[config.mk]
export PLATFORM = sky130hd
export DESIGN_NAME = dac_bist_seq
export DESIGN_NICKNAME = d
export VERILOG_FILES = /design/src/rtl/dac_bist_pkg.sv /design/src/rtl/bist_settle_timer.sv /design/src/rtl/bist_result_reg.sv /design/src/rtl/dac_bist_seq.sv
export SDC_FILE = /design/constraint.sdc
export NUM_CORES = 1
export LEC_CHECK = 0
export ABC_CLOCK_PERIOD_IN_PS = 3440
export BUFFER_PORTS_ARGS = -buffer_cell sky130_fd_sc_hd__buf_2
export CAP_MARGIN = 15
export CORE_MARGIN = 2
export CORE_UTILIZATION = 25
export DETAILED_ROUTE_END_ITERATION = 12
export MAX_ROUTING_LAYER = met4
export PLACE_DENSITY_LB_ADDON = 0.2
export SLEW_MARGIN = 20
export SYNTH_ARGS = -nofsm -noshare
export SYNTH_HDL_FRONTEND = slang
export SYNTH_SLANG_ARGS = --single-unit
[constraint.sdc]
create_clock -name clk_i -period 3.44 [get_ports clk_i]
set_input_delay 0.688 -clock clk_i [delete_from_list [all_inputs] [get_ports clk_i]]
set_output_delay 0.688 -clock clk_i [all_outputs]
set_load 0.005 [all_outputs]
[src/rtl/dac_bist_pkg.sv]
package dac_bist_pkg;
  typedef enum logic [2:0] {
    PH_IDLE = 3'd0,
    PH_SELF = 3'd1,
    PH_AZ   = 3'd2,
    PH_OFFS = 3'd3,
    PH_GAIN = 3'd4,
    PH_DNL  = 3'd5,
    PH_INL  = 3'd6,
    PH_DONE = 3'd7
  } phase_e;

  typedef enum logic [1:0] {
    MX_GND  = 2'd0,
    MX_CAL  = 2'd1,
    MX_ABS  = 2'd2,
    MX_STEP = 2'd3
  } mux_e;

  localparam int unsigned NUM_CRIT = 7;
endpackage

[src/rtl/bist_settle_timer.sv]
module bist_settle_timer #(
  parameter int unsigned SETTLE_W = 4
) (
  input  logic                clk_i,
  input  logic                rst_ni,
  input  logic                clr_i,
  input  logic                load_i,
  input  logic [SETTLE_W-1:0] settle_i,
  output logic                expired_o
);
  logic [SETTLE_W-1:0] cnt_q;

  always_ff @(posedge clk_i or negedge rst_ni) begin
    if (!rst_ni)              cnt_q <= '0;
    else if (clr_i)           cnt_q <= '0;
    else if (load_i)          cnt_q <= settle_i;
    else if (cnt_q != '0)     cnt_q <= cnt_q - SETTLE_W'(1);
  end

  assign expired_o = (cnt_q == '0);

  // a load arms the full settle window
  assert_settle_load_R8: assert property (@(posedge clk_i) disable iff (!rst_ni)
    (load_i && !clr_i) |=> (cnt_q == $past(settle_i)));

  // the window counts down by one per cycle
  assert_settle_step_R8: assert property (@(posedge clk_i) disable iff (!rst_ni)
    (!load_i && !clr_i && cnt_q != '0) |=> (cnt_q == $past(cnt_q) - SETTLE_W'(1)));
endmodule

[src/rtl/bist_result_reg.sv]
module bist_result_reg #(
  parameter int unsigned CODE_W = 6
) (
  input  logic              clk_i,
  input  logic              rst_ni,
  input  logic              clr_i,
  input  logic              fail_set_i,
  input  logic              pass_set_i,
  input  logic [2:0]        phase_i,
  input  logic [CODE_W-1:0] code_i,
  output logic              fail_o,
  output logic [2:0]        phase_o,
  output logic [CODE_W-1:0] code_o
);
  always_ff @(posedge clk_i or negedge rst_ni) begin
    if (!rst_ni) begin
      fail_o  <= 1'b0;
      phase_o <= '0;
      code_o  <= '0;
    end else if (clr_i) begin
      fail_o  <= 1'b0;
      phase_o <= '0;
      code_o  <= '0;
    end else if (fail_set_i && !fail_o) begin
      fail_o  <= 1'b1;
      phase_o <= phase_i;
      code_o  <= code_i;
    end
  end

  assert_set_excl_R9: assert property (@(posedge clk_i) disable iff (!rst_ni)
    !(fail_set_i && pass_set_i));

  // first failure is kept
  assert_first_kept_R9: assert property (@(posedge clk_i) disable iff (!rst_ni)
    (fail_o && !clr_i) |=> (fail_o && $stable(phase_o) && $stable(code_o)));
endmodule

[src/rtl/dac_bist_seq.sv]
module dac_bist_seq
  import dac_bist_pkg::*;
#(
  parameter int unsigned CODE_W   = 6,
  parameter int unsigned SETTLE_W = 4
) (
  input  logic                clk_i,
  input  logic                rst_ni,
  input  logic                test_i,
  input  logic [SETTLE_W-1:0] settle_i,
  input  logic                cmp_i,
  output logic [CODE_W-1:0]   code_o,
  output logic                az_o,
  output logic [1:0]          mux_sel_o,
  output logic                bound_sel_o,
  output logic                busy_o,
  output logic                done_o,
  output logic                fail_o,
  output logic [2:0]          fail_phase_o,
  output logic [CODE_W-1:0]   fail_code_o
);
  localparam logic [CODE_W-1:0] CODE_MAX = '1;
  localparam int unsigned       CRIT_SH  = CODE_W - 3;
  localparam logic [CODE_W-1:0] CRIT_LAST = CODE_W'(NUM_CRIT - 1);

  phase_e            phase_q, phase_d;
  logic              bound_q, bound_d;
  logic [CODE_W-1:0] idx_q, idx_d;
  logic              load, expired, fail_set, pass_set, meas, sample;
  logic [CODE_W-1:0] crit_code;

  always_ff @(posedge clk_i or negedge rst_ni) begin
    if (!rst_ni) begin
      phase_q <= PH_IDLE;
      bound_q <= 1'b0;
      idx_q   <= '0;
    end else begin
      phase_q <= phase_d;
      bound_q <= bound_d;
      idx_q   <= idx_d;
    end
  end

  assign meas   = (phase_q == PH_SELF) || (phase_q == PH_OFFS) || (phase_q == PH_GAIN) ||
                  (phase_q == PH_DNL)  || (phase_q == PH_INL);
  assign sample = meas && expired;

  always_comb begin
    phase_d  = phase_q;
    bound_d  = bound_q;
    idx_d    = idx_q;
    load     = 1'b0;
    fail_set = 1'b0;
    pass_set = 1'b0;
    if (!test_i) begin
      phase_d = PH_IDLE;
      bound_d = 1'b0;
      idx_d   = '0;
    end else begin
      unique case (phase_q)
        PH_IDLE: begin
          phase_d = PH_SELF;
          load    = 1'b1;
        end
        PH_AZ: if (expired) begin
          phase_d = PH_OFFS;
          load    = 1'b1;
        end
        PH_DONE: ;
        default: if (sample) begin
          if (!cmp_i) begin
            phase_d  = PH_DONE;
            fail_set = 1'b1;
          end else if (!bound_q) begin
            bound_d = 1'b1;
            load    = 1'b1;
          end else begin
            bound_d = 1'b0;
            load    = 1'b1;
            unique case (phase_q)
              PH_SELF: phase_d = PH_AZ;
              PH_OFFS: phase_d = PH_GAIN;
              PH_GAIN: begin
                phase_d = PH_DNL;
                idx_d   = '0;
              end
              PH_DNL: begin
                if (idx_q == CODE_MAX) begin
                  phase_d = PH_INL;
                  idx_d   = '0;
                end else begin
                  idx_d = idx_q + CODE_W'(1);
                end
              end
              default: begin
                if (idx_q == CRIT_LAST) begin
                  phase_d  = PH_DONE;
                  pass_set = 1'b1;
                  load     = 1'b0;
                end else begin
                  idx_d = idx_q + CODE_W'(1);
                end
              end
            endcase
          end
        end
      endcase
    end
  end

  // critical codes: (idx+1) in the top three bits, lower bits zero
  assign crit_code = CODE_W'(idx_q[2:0] + 3'd1) << CRIT_SH;

  always_comb begin
    code_o    = '0;
    mux_sel_o = MX_GND;
    unique case (phase_q)
      PH_SELF: mux_sel_o = MX_CAL;
      PH_OFFS: mux_sel_o = MX_ABS;
      PH_GAIN: begin
        mux_sel_o = MX_ABS;
        code_o    = CODE_MAX;
      end
      PH_DNL: begin
        mux_sel_o = MX_STEP;
        code_o    = idx_q;
      end
      PH_INL: begin
        mux_sel_o = MX_ABS;
        code_o    = crit_code;
      end
      default: ;
    endcase
  end

  assign az_o        = (phase_q == PH_AZ);
  assign bound_sel_o = meas && bound_q;
  assign busy_o      = (phase_q != PH_IDLE) && (phase_q != PH_DONE);
  assign done_o      = (phase_q == PH_DONE);

  bist_settle_timer #(.SETTLE_W(SETTLE_W)) u_timer (
    .clk_i     (clk_i),
    .rst_ni    (rst_ni),
    .clr_i     (!test_i),
    .load_i    (load),
    .settle_i  (settle_i),
    .expired_o (expired)
  );

  bist_result_reg #(.CODE_W(CODE_W)) u_result (
    .clk_i      (clk_i),
    .rst_ni     (rst_ni),
    .clr_i      (!test_i),
    .fail_set_i (fail_set),
    .pass_set_i (pass_set),
    .phase_i    (phase_q),
    .code_i     (code_o),
    .fail_o     (fail_o),
    .phase_o    (fail_phase_o),
    .code_o     (fail_code_o)
  );

  assert_az_ground_R3: assert property (@(posedge clk_i) disable iff (!rst_ni)
    az_o |-> (mux_sel_o == MX_GND && !busy_o == 1'b0));

  assert_abort_idle_R11: assert property (@(posedge clk_i) disable iff (!rst_ni)
    !test_i |=> (!busy_o && !done_o && !fail_o && !az_o && code_o == '0 && fail_code_o == '0));

  assert_bound_pair_R7: assert property (@(posedge clk_i) disable iff (!rst_ni)
    $rose(bound_sel_o) |-> ($stable(code_o) && $stable(mux_sel_o)));

  assert_fail_done_R9: assert property (@(posedge clk_i) disable iff (!rst_ni)
    fail_o |-> done_o);

  assert_done_hold_R10: assert property (@(posedge clk_i) disable iff (!rst_ni)
    (done_o && test_i) |=> (done_o && $stable(fail_o)));

  assert_start_self_R2: assert property (@(posedge clk_i) disable iff (!rst_ni)
    $rose(busy_o) |-> (mux_sel_o == MX_CAL && code_o == '0));
endmodule

=== Word-level counts from Yosys, hierarchy flattened ===
Cells that the tools add are included.

* Register bits after elaboration: 24
* Latch bits: 0
* Memory bits (writable): 0
* ROM bits: 0
* Input port bits: 8
* Memories: 0

* $add $sub $neg: 3
* Multiply operators: 0
* Divide/modulo/power cells: 0
* $lt $le $gt $ge: 0
* Eq/ne operators: 24
* Shift operators: 0
* Mux-type cells: 45
* Bitwise operators: 0
* Reduce and logical (&&, ||, !) cells: 20

{| class="wikitable"
|+ Operator list
! kind !! count
|-
| 6-bit 2-to-1 mux || 9
|-
| 6-bit case mux with 3 select lines || 2
|-
| 3-bit 2-to-1 mux || 9
|-
| 1-bit 2-to-1 mux || 18
|-
| 3-bit == test, second input constant || 4
|-
| 4-bit 2-to-1 mux || 3
|-
| 3-bit case mux with 4 select lines || 1
|-
| 6-bit AND reduction || 2
|-
| 9-bit by 2-bit != test with 1-bit output, second input constant || 1
|-
| 3-bit case mux with 3 select lines || 1
|-
| 2-bit by 1-bit != test with 1-bit output, second input constant || 4
|-
| 6-bit by 1-bit adder with 6-bit output, second input constant || 1
|-
| 3-bit by 2-bit == test with 1-bit output, second input constant || 2
|-
| 6-bit by 3-bit == test with 1-bit output, second input constant || 1
|-
| 6-bit == test, second input constant || 1
|-
| 2-bit != test, second input constant || 3
|-
| 6-bit by 4-bit != test with 1-bit output, second input constant || 1
|-
| 2-bit case mux with 3 select lines || 1
|-
| 3-bit OR reduction || 2
|-
| 5-bit by 2-bit != test with 1-bit output, second input constant || 1
|-
| 1-bit logical AND || 4
|-
| 4-bit zero test || 1
|-
| 1-bit logical OR || 4
|-
| 4-bit by 1-bit != test with 1-bit output, second input constant || 1
|-
| other kinds (15) || 15
|}

=== Depth between registers and ports, before layout ===
* Depth in word-level cells: 12
* Depth in mapped cells: 8
* Gate-level depth less buffers: 7

=== By module ===
Synthesis repeated with hierarchy kept, for this count alone.

* Cells, all modules: 190
* Area, all modules: 1684.1 um^2

{| class="wikitable"
|+ By module, submodules not included
! module !! times used !! cells each !! area each (um^2) !! seq. area each (um^2)
|-
| dac_bist_seq || 1 || 118 || 923.4 || 250.2
|-
| bist_result_reg || 1 || 43 || 491.7 || 250.2
|-
| bist_settle_timer || 1 || 29 || 269.0 || 100.1
|}

=== Least setup slack after synthesis ===
Ideal clock, no wire load.

* Path kind: input port to flip-flop
* From: input cmp_i
* To: register idx_q[3]
* Data arrival time: 1760 ps
* Required time: 3345 ps
* Path slack: 1585 ps
* Stages on the path: 5
* Path buffers: 0
* Path through: and4bb_4 > nand4_4 > o21a_4 > or2_4 > o31ai_1

* Cells in the longest elaborated chain, start to end: 2

{| class="wikitable"
|+ Ends and longest elaborated chain
! what !! line !! RTL
|-
| start, declared || dac_bist_seq.sv:11 || <nowiki>input logic cmp_i,</nowiki>
|-
| 2-bit by 1-bit != test with 1-bit output (no source line) || - ||
|-
| 6-bit AND reduction (no source line) || - ||
|-
| end signal, assigned || dac_bist_seq.sv:40 || <nowiki>idx_q <= idx_d;</nowiki>
|-
| end, declared || dac_bist_seq.sv:28 || <nowiki>logic [CODE_W-1:0] idx_q, idx_d;</nowiki>
|}

No other way between the ends.
A chain may end at the register's enable or synchronous reset.

=== Final worst setup path ===
* From: register phase_q[2]
* To: output code_o[0]

* Cells in the longest elaborated chain, start to end: 2
* Elaborated cells between the ends (all ways): 4
* Those cells by class: eq/ne: 3; mux: 1

{| class="wikitable"
|+ Ends and longest elaborated chain
! what !! line !! RTL
|-
| start, declared || dac_bist_seq.sv:26 || <nowiki>phase_e phase_q, phase_d;</nowiki>
|-
| start signal, assigned || dac_bist_seq.sv:38 || <nowiki>phase_q <= phase_d;</nowiki>
|-
| 3-bit == test || dac_bist_seq.sv:117 || <nowiki>unique case (phase_q)</nowiki>
|-
| 6-bit case mux with 3 select lines (*) || dac_bist_seq.sv:117 ||
|-
| end, declared || dac_bist_seq.sv:12 || <nowiki>output logic [CODE_W-1:0] code_o,</nowiki>
|}

Mark *: on every way between the ends. The rest lies on a longest branch, timed or not.

==> run metrics <==
syn avg cell area=slightly above 9 µm²; mapped cell area=about 0.0015 mm²; CTS Sinks=24; diodes inserted=0; part of the cycle the worst path needs=0.741; gpl congestion=roughly 0.8; vias in the first global route=between 1000 and 1500; Setup CP Type=flip-flop to output pin; Fmax=0.392 GHz; Mapped Nets=181; area share of xor/xnor cells in the synthesized design=0.0170; num ports=30; Via density=5.02; synth warn=0; I/O Buffers=29; largest family of logic cells by synthesized area=simple AND/OR/NAND/NOR gates; area fraction in compound gates after synthesis=0.237; Worst-Margin Slew=around 0.73 ns; Post-CTS Setup Repair Bufs=0; H-tree depth=1; CP Max Fanout=20; row count=28; post-CTS sizing=0; HPWL after DPL=between 2000 and 3000 µm; final instance area=0.00181 mm²; Clock Skew=about 0.0022 ns; Final Net Count=approximately 210; share of cells above drive strength 1=0.212; Reg clk slew, reported paths=about 0.1 ns; P&R area growth vs syn=17.3%; die area=around 0.0068 mm²; final setup vio count=0; multi-input logic area=870 µm²; Placed Instance Area=between 0.0015 and 0.002 mm²; fin. max-slew vios=0; PwrDens=around 600 mW/mm²; Layout fillers=about 650; number of synthesized flops with an enable pin=0; data required time at the worst endpoint=between 2 and 3 ns; startpoint types=flip-flop; Top FF cell, synth=dfrtp_1; drt wl/cell=~16 µm; first-pass GRT wire length=slightly above 7000 µm; DRT Pass-1 Iters=4; WL final=4230 µm; gr usage total=0.140; CP Capture Type=output pin; Cell variety after synth=45; Die W=slightly above 80 µm; Synth Register Bits=24; RSZ-0062 raised after global routing=no; Final Critical Period=2.55 ns; initial antenna violation count=0; post-synthesis mux area share=0.00647; async set-reset flop share out of synthesis=1.00; Cells after Synth=170; CTS tree=built; post-route ant nets=0; largest net degree at the start of global routing=25; setup TNS=0 ns; Root Buffer=clkbuf_8; leakage power total=~0.8 nW; initial detailed-routing violation count=between 60 and 70; DR vias=1346; HP Class=primary input to asynchronous set/reset pin; status=completed; Num CTS Buffers=3; sequential cell area fraction in the yosys report=0.388; Initial Utilization=0.260; max cap viols=0; residual DRC count=0; clk_lat worst skew=between 0.2 and 0.3 ns; Peak VDD IR=roughly 0.21 mV; Rel. slew slack=0.511; die height=just over 80 µm; FF/Latch Area=roughly 600 µm²; Core ar.=0.00596 mm²; total gr overflow=0; hold buffer count at cts=0; Arr. time, crit path=~1.9 ns; Longest Clk Path Bufs=2; area share of fa/ha/maj cells after synthesis=0.0307; Post-Synth Simple-Gate Area=0.271; endpoints failing hold=0
## per-stage QoR
stage / hold WS, ns / cells / utilization / worst slack, ns / power [mW]
3_5_place_dp: 0.490 / 264 / 0.293 / 1.21 / 0.806
4_1_cts: 0.424 / 268 / 0.305 / 0.900 / 1.07
5_1_grt: 0.449 / 268 / 0.305 / 0.740 / 1.15
6_report: 0.399 / 268 / 0.305 / 0.892 / 1.06
3_3_place_gp: 0.493 / 264 / 0.293 / 1.22 / 0.808
2_1_floorplan: 0.392 / 170 / - / 1.58 / 0.691
## cell families (layout without fill, tap and decap cells)
| group | count (synthesis) | count (layout) |
|---|---|---|
| adder cells (fa/ha/maj) | 4 | 4 |
| AO/OA/AOI/OAI | 48 | 48 |
| multiplexers | 1 | 1 |
| XOR/XNOR | 3 | 3 |
| buffers and inverters | 19 | 42 |
| AND/OR/NAND/NOR | 71 | 71 |
| flip-flops | 24 | 24 |
## worst paths after layout
path | from | to | slack [ns] | cells past startpoint
hold / removal | rst_ni | phase_q[2] | 0.40 | 1
hold reg to reg | u_result.code_o[4] | u_result.code_o[4] | 0.52 | 1
min in group clk_i | u_result.code_o[4] | u_result.code_o[4] | 0.52 | 1
setup reg to reg | phase_q[1] | u_result.code_o[0] | 1.18 | 5
max in group asynchronous | rst_ni | u_result.code_o[2] | 2.66 | 1
setup / recovery | phase_q[2] | code_o[0] | 0.89 | 3
## synth_stat cells, drive strengths merged (2+ instances only)
library cell,instances,area [µm²]
dfrtp,24,601
nor2,13,48.8
nand3,10,50.1
o21ai,10,50.0
a21oi,9,45.0
a22o,9,78.8
inv,9,33.8
nand2,9,33.8
nor2b,6,37.5
buf,5,23.8
clkbuf,5,18.8
nand2b,5,31.3
nor3,5,25.0
o21a,5,45.0
o31ai,5,37.5
and2,4,25.0
and3,4,25.0
ha,3,37.5
xnor2,3,26.3
a31oi,2,12.5
nand3b,2,15.0
nand4,2,27.5
nor3b,2,20.0
nor4,2,12.5
o211ai,2,15.0
or2,2,15.0
## critical path, stage by stage (launching register included)
cell,delay [ns]
dfrtp_1,0.80
nand2b_1,0.34
a21oi_1,0.28
buf_2,0.16
## registers in the layout (all words and copies together) (netlist names)
| register | flops |
|---|---|
| u_result.phase_o | 3 |
| u_result.fail_o | 1 |
| u_result.code_o | 6 |
| u_timer.cnt_q | 4 |
| phase_q | 3 |
| idx_q | 6 |
| bound_q | 1 |
## layer usage
metal  GRT usage  vias up  part of all wire
li1            -      665                 -
met1       0.200      645              0.51
met2       0.213       34              0.44
met3      0.0272        2             0.043
met4      0.0115        0            0.0026
met5           -        -                 0
## power by group
part / total [mW] / switching (mW) / internal (mW) / leakage [nW]
registers: 0.408 / 0.0879 / 0.320 / 0.326
clock network: 0.260 / 0.104 / 0.156 / 0.0357
logic: 0.395 / 0.222 / 0.173 / 0.450
## layout by cell type, fill, tap and decap left out, types with 2 or more instances in the layout
| cell type | Yosys | layout |
|---|---|---|
| nor3_1 | 5 | 5 |
| dfrtp_1 | 24 | 24 |
| nand2_1 | 9 | 9 |
| inv_1 | 9 | 9 |
| a22o_1 | 9 | 9 |
| a31oi_1 | 2 | 2 |
| o21ai_0 | 7 | 7 |
| nor2b_1 | 6 | 6 |
| o21ai_1 | 3 | 3 |
| xnor2_1 | 3 | 3 |
| nor2_1 | 13 | 13 |
| buf_2 | 4 | 29 |
| nand3_1 | 10 | 10 |
| o21a_1 | 4 | 4 |
| nor4_1 | 2 | 2 |
| ha_1 | 3 | 3 |
| and3_1 | 4 | 4 |
| o211ai_1 | 2 | 2 |
| o31ai_1 | 5 | 5 |
| nand3b_1 | 2 | 2 |
| and2_1 | 4 | 4 |
| a21oi_1 | 9 | 9 |
| nand2b_1 | 5 | 5 |
| clkbuf_8 | 0 | 3 |
## final cells by class
type / instances / share of cell area
Clock buffer: 3 / 0.0228
Clock inverter: 1 / 0.0166
Inverter: 9 / 0.0186
Multi-Input combinational cell: 127 / 0.479
Sequential cell: 24 / 0.331
Tap cell: 75 / 0.0517
Timing Repair Buffer: 29 / 0.0800
Note: power is estimated with default switching activity, not from simulation.
